### src/rtl/dmairq_pkg.sv
package dmairq_pkg;
  localparam int NTYPE       = 5;
  localparam int STRIDE      = 8;
  localparam int RAW_BASE    = 'h2C0;
  localparam int STAT_BASE   = 'h2E8;
  localparam int MASK_BASE   = 'h310;
  localparam int CLR_BASE    = 'h338;
  localparam int SUMM_ADDR   = 'h360;
  localparam int GEN_ADDR    = 'h398;
  localparam int CHEN_ADDR   = 'h3A0;
  localparam int WE_LSB      = 8;
  localparam int TYPE_XFER   = 0;
endpackage

### src/rtl/dmairq_rst_sync.sv
module dmairq_rst_sync (
  input  logic clk,
  input  logic rst_n,
  output logic rst_sync_n
);
  logic [1:0] stage_q;

  always_ff @(posedge clk or negedge rst_n) begin
    if (!rst_n) stage_q <= 2'b00;
    else        stage_q <= {stage_q[0], 1'b1};
  end

  assign rst_sync_n = stage_q[1];
endmodule

### src/rtl/dmairq_type_bank.sv
module dmairq_type_bank #(
  parameter int NCH = 8
) (
  input  logic           clk,
  input  logic           rst_n,
  input  logic [NCH-1:0] ev,
  input  logic           clr_hit,
  input  logic           mask_hit,
  input  logic [NCH-1:0] wval,
  input  logic [NCH-1:0] we,
  output logic [NCH-1:0] raw,
  output logic [NCH-1:0] mask,
  output logic [NCH-1:0] status
);
  logic [NCH-1:0] raw_q, raw_d, mask_q, mask_d;
  logic           raw_ce, mask_ce;

  always_comb begin
    raw_ce  = clr_hit | (|ev);
    raw_d   = (raw_q & ~(clr_hit ? wval : '0)) | ev;
    mask_ce = mask_hit;
    mask_d  = (mask_q & ~we) | (wval & we);
  end

  always_ff @(posedge clk or negedge rst_n) begin
    if (!rst_n) begin
      raw_q  <= '0;
      mask_q <= '0;
    end else begin
      if (raw_ce)  raw_q  <= raw_d;
      if (mask_ce) mask_q <= mask_d;
    end
  end

  assign raw    = raw_q;
  assign mask   = mask_q;
  assign status = raw_q & mask_q;

  assert_event_sets_raw_R2: assert property (@(posedge clk) disable iff (!rst_n)
    (|ev) |=> ((raw_q & $past(ev)) == $past(ev)));

  assert_clear_drops_raw_R4: assert property (@(posedge clk) disable iff (!rst_n)
    (clr_hit && |(wval & ~ev)) |=> ((raw_q & $past(wval & ~ev)) == '0));

  assert_mask_keeps_unselected_R5: assert property (@(posedge clk) disable iff (!rst_n)
    mask_hit |=> ((mask_q & ~$past(we)) == ($past(mask_q) & ~$past(we))));
endmodule

### src/rtl/dmairq_chen.sv
module dmairq_chen #(
  parameter int NCH = 8
) (
  input  logic           clk,
  input  logic           rst_n,
  input  logic           wr_hit,
  input  logic [NCH-1:0] wval,
  input  logic [NCH-1:0] we,
  input  logic           glob_en,
  input  logic [NCH-1:0] done,
  output logic [NCH-1:0] chen
);
  logic [NCH-1:0] chen_q, chen_d, set_req, clr_req;
  logic           chen_ce;

  always_comb begin
    set_req = (wr_hit && glob_en) ? (we & wval) : '0;
    clr_req = wr_hit ? (we & ~wval) : '0;
    chen_ce = wr_hit | (|done);
    chen_d  = ((chen_q & ~clr_req) | set_req) & ~done;
  end

  always_ff @(posedge clk or negedge rst_n) begin
    if (!rst_n)       chen_q <= '0;
    else if (chen_ce) chen_q <= chen_d;
  end

  assign chen = chen_q;

  assert_done_clears_enable_R7: assert property (@(posedge clk) disable iff (!rst_n)
    (|done) |=> ((chen_q & $past(done)) == '0));

  assert_no_set_while_off_R9: assert property (@(posedge clk) disable iff (!rst_n)
    (!glob_en) |=> ((chen_q & ~$past(chen_q)) == '0));
endmodule

### src/rtl/dmairq_regs.sv
module dmairq_regs #(
  parameter int NCH = 8,
  parameter int AW  = 10
) (
  input  logic           clk,
  input  logic           rst_n,
  input  logic           reg_wr,
  input  logic [AW-1:0]  reg_addr,
  input  logic [15:0]    reg_wdata,
  output logic [7:0]     reg_rdata,
  input  logic [NCH-1:0] ev_xfer,
  input  logic [NCH-1:0] ev_block,
  input  logic [NCH-1:0] ev_srctx,
  input  logic [NCH-1:0] ev_dsttx,
  input  logic [NCH-1:0] ev_buserr,
  output logic [NCH-1:0] chan_en,
  output logic           irq
);
  import dmairq_pkg::*;

  function automatic logic [AW-1:0] at(input int base, input int k);
    return AW'(base + STRIDE * k);
  endfunction

  logic rst_int_n;
  logic [NTYPE-1:0][NCH-1:0] ev_all, raw_all, mask_all, stat_all;
  logic [NTYPE-1:0]          summ;
  logic [NCH-1:0]            wval, we;
  logic                      gen_q, gen_d, gen_ce, chen_hit;

  dmairq_rst_sync u_rst (.clk(clk), .rst_n(rst_n), .rst_sync_n(rst_int_n));

  assign ev_all = {ev_buserr, ev_dsttx, ev_srctx, ev_block, ev_xfer};
  assign wval   = reg_wdata[NCH-1:0];
  assign we     = reg_wdata[WE_LSB +: NCH];

  for (genvar k = 0; k < NTYPE; k++) begin : g_type
    logic clr_hit, mask_hit;
    assign clr_hit  = reg_wr && (reg_addr == at(CLR_BASE, k));
    assign mask_hit = reg_wr && (reg_addr == at(MASK_BASE, k));

    dmairq_type_bank #(.NCH(NCH)) u_bank (
      .clk(clk), .rst_n(rst_int_n), .ev(ev_all[k]),
      .clr_hit(clr_hit), .mask_hit(mask_hit), .wval(wval), .we(we),
      .raw(raw_all[k]), .mask(mask_all[k]), .status(stat_all[k])
    );

    assign summ[k] = |stat_all[k];
  end

  always_comb begin
    gen_ce = reg_wr && (reg_addr == AW'(GEN_ADDR));
    gen_d  = reg_wdata[0];
  end

  always_ff @(posedge clk or negedge rst_int_n) begin
    if (!rst_int_n)  gen_q <= 1'b0;
    else if (gen_ce) gen_q <= gen_d;
  end

  assign chen_hit = reg_wr && (reg_addr == AW'(CHEN_ADDR));

  dmairq_chen #(.NCH(NCH)) u_chen (
    .clk(clk), .rst_n(rst_int_n), .wr_hit(chen_hit), .wval(wval), .we(we),
    .glob_en(gen_q), .done(ev_all[TYPE_XFER]), .chen(chan_en)
  );

  assign irq = |summ;

  always_comb begin
    reg_rdata = '0;
    for (int k = 0; k < NTYPE; k++) begin
      if (reg_addr == at(RAW_BASE, k))  reg_rdata = 8'(raw_all[k]);
      if (reg_addr == at(STAT_BASE, k)) reg_rdata = 8'(stat_all[k]);
      if (reg_addr == at(MASK_BASE, k)) reg_rdata = 8'(mask_all[k]);
    end
    if (reg_addr == AW'(SUMM_ADDR)) reg_rdata = 8'(summ);
    if (reg_addr == AW'(GEN_ADDR))  reg_rdata = 8'(gen_q);
    if (reg_addr == AW'(CHEN_ADDR)) reg_rdata = 8'(chan_en);
  end
endmodule

### config.mk
export PLATFORM = sky130hd
export DESIGN_NAME = dmairq_regs
export DESIGN_NICKNAME = d
export VERILOG_FILES = /design/src/rtl/dmairq_pkg.sv /design/src/rtl/dmairq_rst_sync.sv /design/src/rtl/dmairq_type_bank.sv /design/src/rtl/dmairq_chen.sv /design/src/rtl/dmairq_regs.sv
export SDC_FILE = /design/constraint.sdc
export NUM_CORES = 1
export LEC_CHECK = 0
export BUFFER_PORTS_ARGS = -buffer_cell sky130_fd_sc_hd__buf_4
export CAP_MARGIN = 5
export CORE_ASPECT_RATIO = 0.7
export CORE_UTILIZATION = 62
export DETAILED_ROUTE_END_ITERATION = 12
export GPL_TIMING_DRIVEN = 0
export PLACE_DENSITY = 0.87
export SLEW_MARGIN = 15
export SYNTH_ARGS = -nofsm -noshare
export SYNTH_HDL_FRONTEND = slang
export SYNTH_SLANG_ARGS = --single-unit
export TNS_END_PERCENT = 100
### constraint.sdc
create_clock -name clk -period 7.1 [get_ports clk]
set_input_delay 1.42 -clock clk [delete_from_list [all_inputs] [get_ports clk]]
set_output_delay 1.42 -clock clk [all_outputs]
set_load 0.005 [all_outputs]
After elaboration in Yosys (flattened, before gate mapping):

Cells that the tools add are included.

* bits in registers: 91
* latch bits: 0
* memory bits (writable): 0
* bits in read-only memories: 0
* input port bits: 69
* output and inout port bits: 17
* word-level logic and storage cells: 130
* memories: 0

* $add $sub $neg: 0
* multiply operators: 0
* divide/modulo/power cells: 0
* $lt $le $gt $ge: 0
* equality and inequality tests: 23
* shift-type cells: 0
* multiplexer cells: 25
* bitwise gates (word level): 45
* reductions and logical operators: 24

Operator list (count)
* $eq A10 B10 Y1 const B: 23
* $mux W8: 25
* $and A8 B8 Y8: 19
* $or A8 B8 Y8: 11
* $reduce_or A8 Y1: 10
* $not A8 Y8: 9
* $reduce_or A40 Y1: 1
* $logic_and A1 B1 Y1: 13
* $or A1 B1 Y1: 6

Logic depth before layout (Yosys ltp):

* word-level depth: 19
* gate-level depth with buffers: 10
* depth with buffers taken out: 7

By module:

From an unflattened synthesis, not the netlist that was laid out.

* cell total of the unflattened synthesis: 620
* area, all modules: 5816.8 sq um

Modules (own cells, without submodules)
* dmairq_type_bank: instances 5, cells each 58, area an instance 706.9 sq um, seq. area each 400.4 sq um
* dmairq_regs: instances 1, cells each 292, area an instance 1835.5 sq um, seq. area each 25.0 sq um
* dmairq_chen: instances 1, cells each 35, area an instance 392.9 sq um, seq. area each 200.2 sq um
* dmairq_rst_sync: instances 1, cells each 3, area an instance 53.8 sq um, seq. area each 50.0 sq um

Worst setup path before layout:

OpenSTA, ideal clock, no wires.

* path type: input -> output
* start: in reg_addr[2]
* end: out reg_rdata[7]
* data arrival time: 3.112 ns
* required time: 5.680 ns
* setup slack: 2.568 ns
* cell stages on the path: 6
* buffers on the path: 0
* cells stage by stage: or4b_4 -> or4_4 -> o21a_1 -> a311oi_1 -> o41a_1 -> o21ai_1

* cells in the longest elaborated chain, start to end: 19
* elaborated cells on any way between the ends: 36
* classes of those cells: eq/ne: 18; mux: 18

Ends and longest elaborated chain
* from (decl): RTL line dmairq_regs.sv:8 `input logic [AW-1:0] reg_addr,`
* $eq A10 B10 Y1: RTL line dmairq_regs.sv:73 `if (reg_addr == at(RAW_BASE, k)) reg_rdata = 8'(raw_all[k]);`
* $mux W8: RTL line dmairq_regs.sv:73
* $mux W8: RTL line dmairq_regs.sv:74 `if (reg_addr == at(STAT_BASE, k)) reg_rdata = 8'(stat_all[k]);`
* $mux W8: RTL line dmairq_regs.sv:75 `if (reg_addr == at(MASK_BASE, k)) reg_rdata = 8'(mask_all[k]);`
* $mux W8: RTL line dmairq_regs.sv:73
* $mux W8: RTL line dmairq_regs.sv:74
* $mux W8: RTL line dmairq_regs.sv:75
* $mux W8: RTL line dmairq_regs.sv:73
* (+3 left out)
* $mux W8: RTL line dmairq_regs.sv:74
* $mux W8: RTL line dmairq_regs.sv:75
* $mux W8: RTL line dmairq_regs.sv:73
* $mux W8: RTL line dmairq_regs.sv:74
* $mux W8: RTL line dmairq_regs.sv:75
* $mux W8: RTL line dmairq_regs.sv:77 `if (reg_addr == AW'(SUMM_ADDR)) reg_rdata = 8'(summ);`
* $mux W8: RTL line dmairq_regs.sv:78 `if (reg_addr == AW'(GEN_ADDR)) reg_rdata = 8'(gen_q);`
* $mux W8 (*): RTL line dmairq_regs.sv:79 `if (reg_addr == AW'(CHEN_ADDR)) reg_rdata = 8'(chan_en);`
* to (decl): RTL line dmairq_regs.sv:10 `output logic [7:0] reg_rdata,`

Mark *: on every way between the ends. The rest lies on a longest branch, timed or not.

Worst setup path in the final report:

* start: in reg_addr[3]
* end: out reg_rdata[4]

Same word-level chain as after synthesis.

==> metrics.cfg <==
[status]
status = finished, final reports clean

[synth]
ys_ff_latch = 91
synth.distinct_cells = 59
synth_seq_area_share_pct = 42.1
synth_area_leaders = dfrtp_1 (42%), nand2_1 (9.0%), mux2_2 (5.6%)
synthXorXnorAreaFrac_pct = 0
syn_inst = 611
yosys.area_share.simple_pct = 23.4
synth_top_area_share_pct = 42.1
synthMuxAreaShare_pct = 5.99
yosysWarnings = 0
synth_compound_area_share_pct = 24.9
syn-num-nets = 680
async_reset_ff_share_pct = 100
synth_edf_count = 0
syn_area_per_cell_um2 = 8.85
ys.flop_type = dfrtp_1
synth_largest_area_cell = dfrtp_1
syn_area_um2 = 5410
synthAdderAreaFrac_pct = 0
synth_top_family_by_area = compound AO/OA/AOI/OAI gates

[grt]
grt_overflow = 0
antenna_found_initial = 0
use_met2_pct = 65.5
busiest_layer = met2
grt_usage_pct = 43.5
grt_pass1_wl_mm = 29.2
grt_max_degree = 50
met3_usage_pct = 11.1
grt_pass1_vias = 5416
use_met1_pct = 60.6

[die]
core_um2 = 8440
die_w_um = 114
die_area_um2 = 9110
die_y_um = 80.1
io_pins = 86
num_rows = 28
start_util_pct = 64.0

[route]
drtPass1Iterations = 6
routed_wl_mm = 19.0
vias_per_cell = 7.03
routedWlPerCell_um = 23.2
dr.first_iter.drc_count = 898
route.vias.total = 5774
drc_errors = 0
detail-route-antenna-nets = 0

[worst_hold_path]
hold_class = reg2async

[setup_path]
cp_data_arrival_time_ns = 4.18
critPathKind = in2out
cp_slowest_stage_delay_ns = 0.80
cp_top_family = simple AND/OR/NAND/NOR gates
critPathMaxFanout = 10
crit_buf_inv = 3
path_cells = buf_2, clkbuf_1, nand3b_1, nor3_2, nor2_1, a21oi_1, a31oi_1, a21oi_1, a21oi_1, buf_4
crit-reg2reg-launch = gen_q
ff2ff_setup_slack_ns = 5.52
path_common_cell = a21oi_1
r2r-end = u_chen.chen[6]
r2r_cells = 4
crit_required_ns = 5.68
cpMaxStageDelayCell = nor3_2
endpoint_kind = primary output
critPathLaunchType = input pin

[timing]
fmax_mhz = 179
relSlewSlack_pct = 20.4
period_minus_slack_ns = 5.60
hold_viol = 0
skew_ns = 0.0107
setup_viol = 0
tightest_slew_ns = 1.18
finalCritPeriodShare_pct = 78.9
holdWs_ns = 0.327
rsz0062_at_grt = false
setup_tns_ns = 0
setup_ws_ns = 1.50
drv_slew = 0

[power]
powerDensity_nw_per_um2 = 179
ir_worst_vdd_mv = 0.167
fin_total_pwr_uw = 1160
power.leakage_uw = 0.00257

[cts]
hold_buffers = 0
clockRootBuffer = clkbuf_16
cts_resized = 0
clockBufferDepth = 2
cts_tree = built
clk_pin_slew_worst_paths_ns = 0.07
numCtsBuffers = 9
h-tree-depth = 3
clock-sinks = 91
clk_latency_ns = 0.35
post_cts.repair.setup_buffers = 0

[placed_design]
place_inst = 805
port_buffers = 73
place_congestion = 1.02
dpl.hpwl_mm = 14.4
place_ws_ns = 1.71

[finish]
layout-drive-gt1-share_pct = 20.4
nets = 765
fill_cells = 613
fin_cells = 821
diodes = 0
areaGrowthSynthToFinish_pct = 19.6

[flow_run]
drv_cap = 0

## cell families (layout without fill, tap and decap cells)
kind of cell / count (synthesis) / in the layout
AO/OA/AOI/OAI: 195 / 195
buffers and inverters: 48 / 138
flip-flops: 91 / 91
multiplexers: 29 / 29
other: 1 / 1
AND/OR/NAND/NOR: 247 / 247
## per-stage QoR
step	utilization, %	instance area [um^2]
floorplan	-	5410
global placement	72.3	6110
detailed placement	72.7	6140
CTS	76.6	6460
global route	76.6	6460
finish	76.6	6460
## worst max path at each step
| stage | depth (start not counted) | slack, ns | start | endpoint |
|---|---|---|---|---|
| floorplan | 6 | 2.57 | reg_addr[2] | reg_rdata[7] |
| global placement | 10 | 1.70 | reg_addr[3] | reg_rdata[4] |
| detailed placement | 8 | 1.71 | reg_addr[1] | reg_rdata[0] |
| CTS | 10 | 1.67 | reg_addr[3] | reg_rdata[4] |
| global route | 9 | 1.37 | reg_addr[5] | reg_rdata[0] |
| finish | 10 | 1.50 | reg_addr[3] | reg_rdata[4] |
## cell type report
type | count | area, um^2 | area share [%]
Multi-Input combinational cell | 472 | 2940 | 45.5
Sequential cell | 91 | 2280 | 35.3
Timing Repair Buffer | 74 | 576 | 8.90
Clock buffer | 11 | 243 | 3.75
Tap cell | 120 | 150 | 2.32
Buffer | 28 | 115 | 1.78
Clock inverter | 5 | 85.1 | 1.32
Inverter | 20 | 75.1 | 1.16
## placed cells by master, fill, tap and decap left out, types with 3 or more instances in the layout
cell / instances
and3_1: 14
o22ai_1: 5
nor4_1: 3
o211ai_1: 4
nor2b_1: 4
a211oi_1: 4
mux2_2: 27
or3_1: 4
nand3b_1: 3
a21o_1: 40
buf_4: 73
and3b_1: 3
dfrtp_1: 90
nor3_2: 5
a31oi_1: 5
a22o_1: 6
o21ai_0: 38
nor2_2: 3
a21oi_1: 29
a221oi_1: 10
buf_1: 9
nor2_1: 15
inv_1: 20
o221ai_1: 8
a311oi_1: 12
clkbuf_16: 9
nand2_1: 130
nand2b_1: 8
buf_2: 8
nand4_1: 3
nor3_1: 9
nor3b_1: 3
clkbuf_1: 12
nand3_1: 24
a22oi_1: 18
## Yosys cell counts, types with 9 or more instances
master / count
nand2_1: 130
dfrtp_1: 91
a21o_1: 40
o21ai_0: 38
a21oi_1: 29
mux2_2: 27
nand3_1: 24
inv_1: 20
a22oi_1: 18
nor2_1: 15
and3_1: 14
a311oi_1: 12
clkbuf_1: 11
a221oi_1: 10
buf_1: 9
nor3_1: 9
## routing by layer
layer	wire length (um)	up-vias
li1	-	2440
met4	571	0
met3	2680	67
met2	8200	515
met5	0	-
met1	7590	2752
## report_power, final
| part | switching (uW) | leakage, uW | internal [uW] | total [uW] |
|---|---|---|---|---|
| Clock | 216 | 0.000156 | 320 | 537 |
| Combinational | 56.4 | 0.00136 | 36.4 | 92.8 |
| Sequential | 7.15 | 0.00105 | 521 | 528 |
| Total | 280 | 0.00257 | 878 | 1160 |
(Power assumes the default switching activity.)
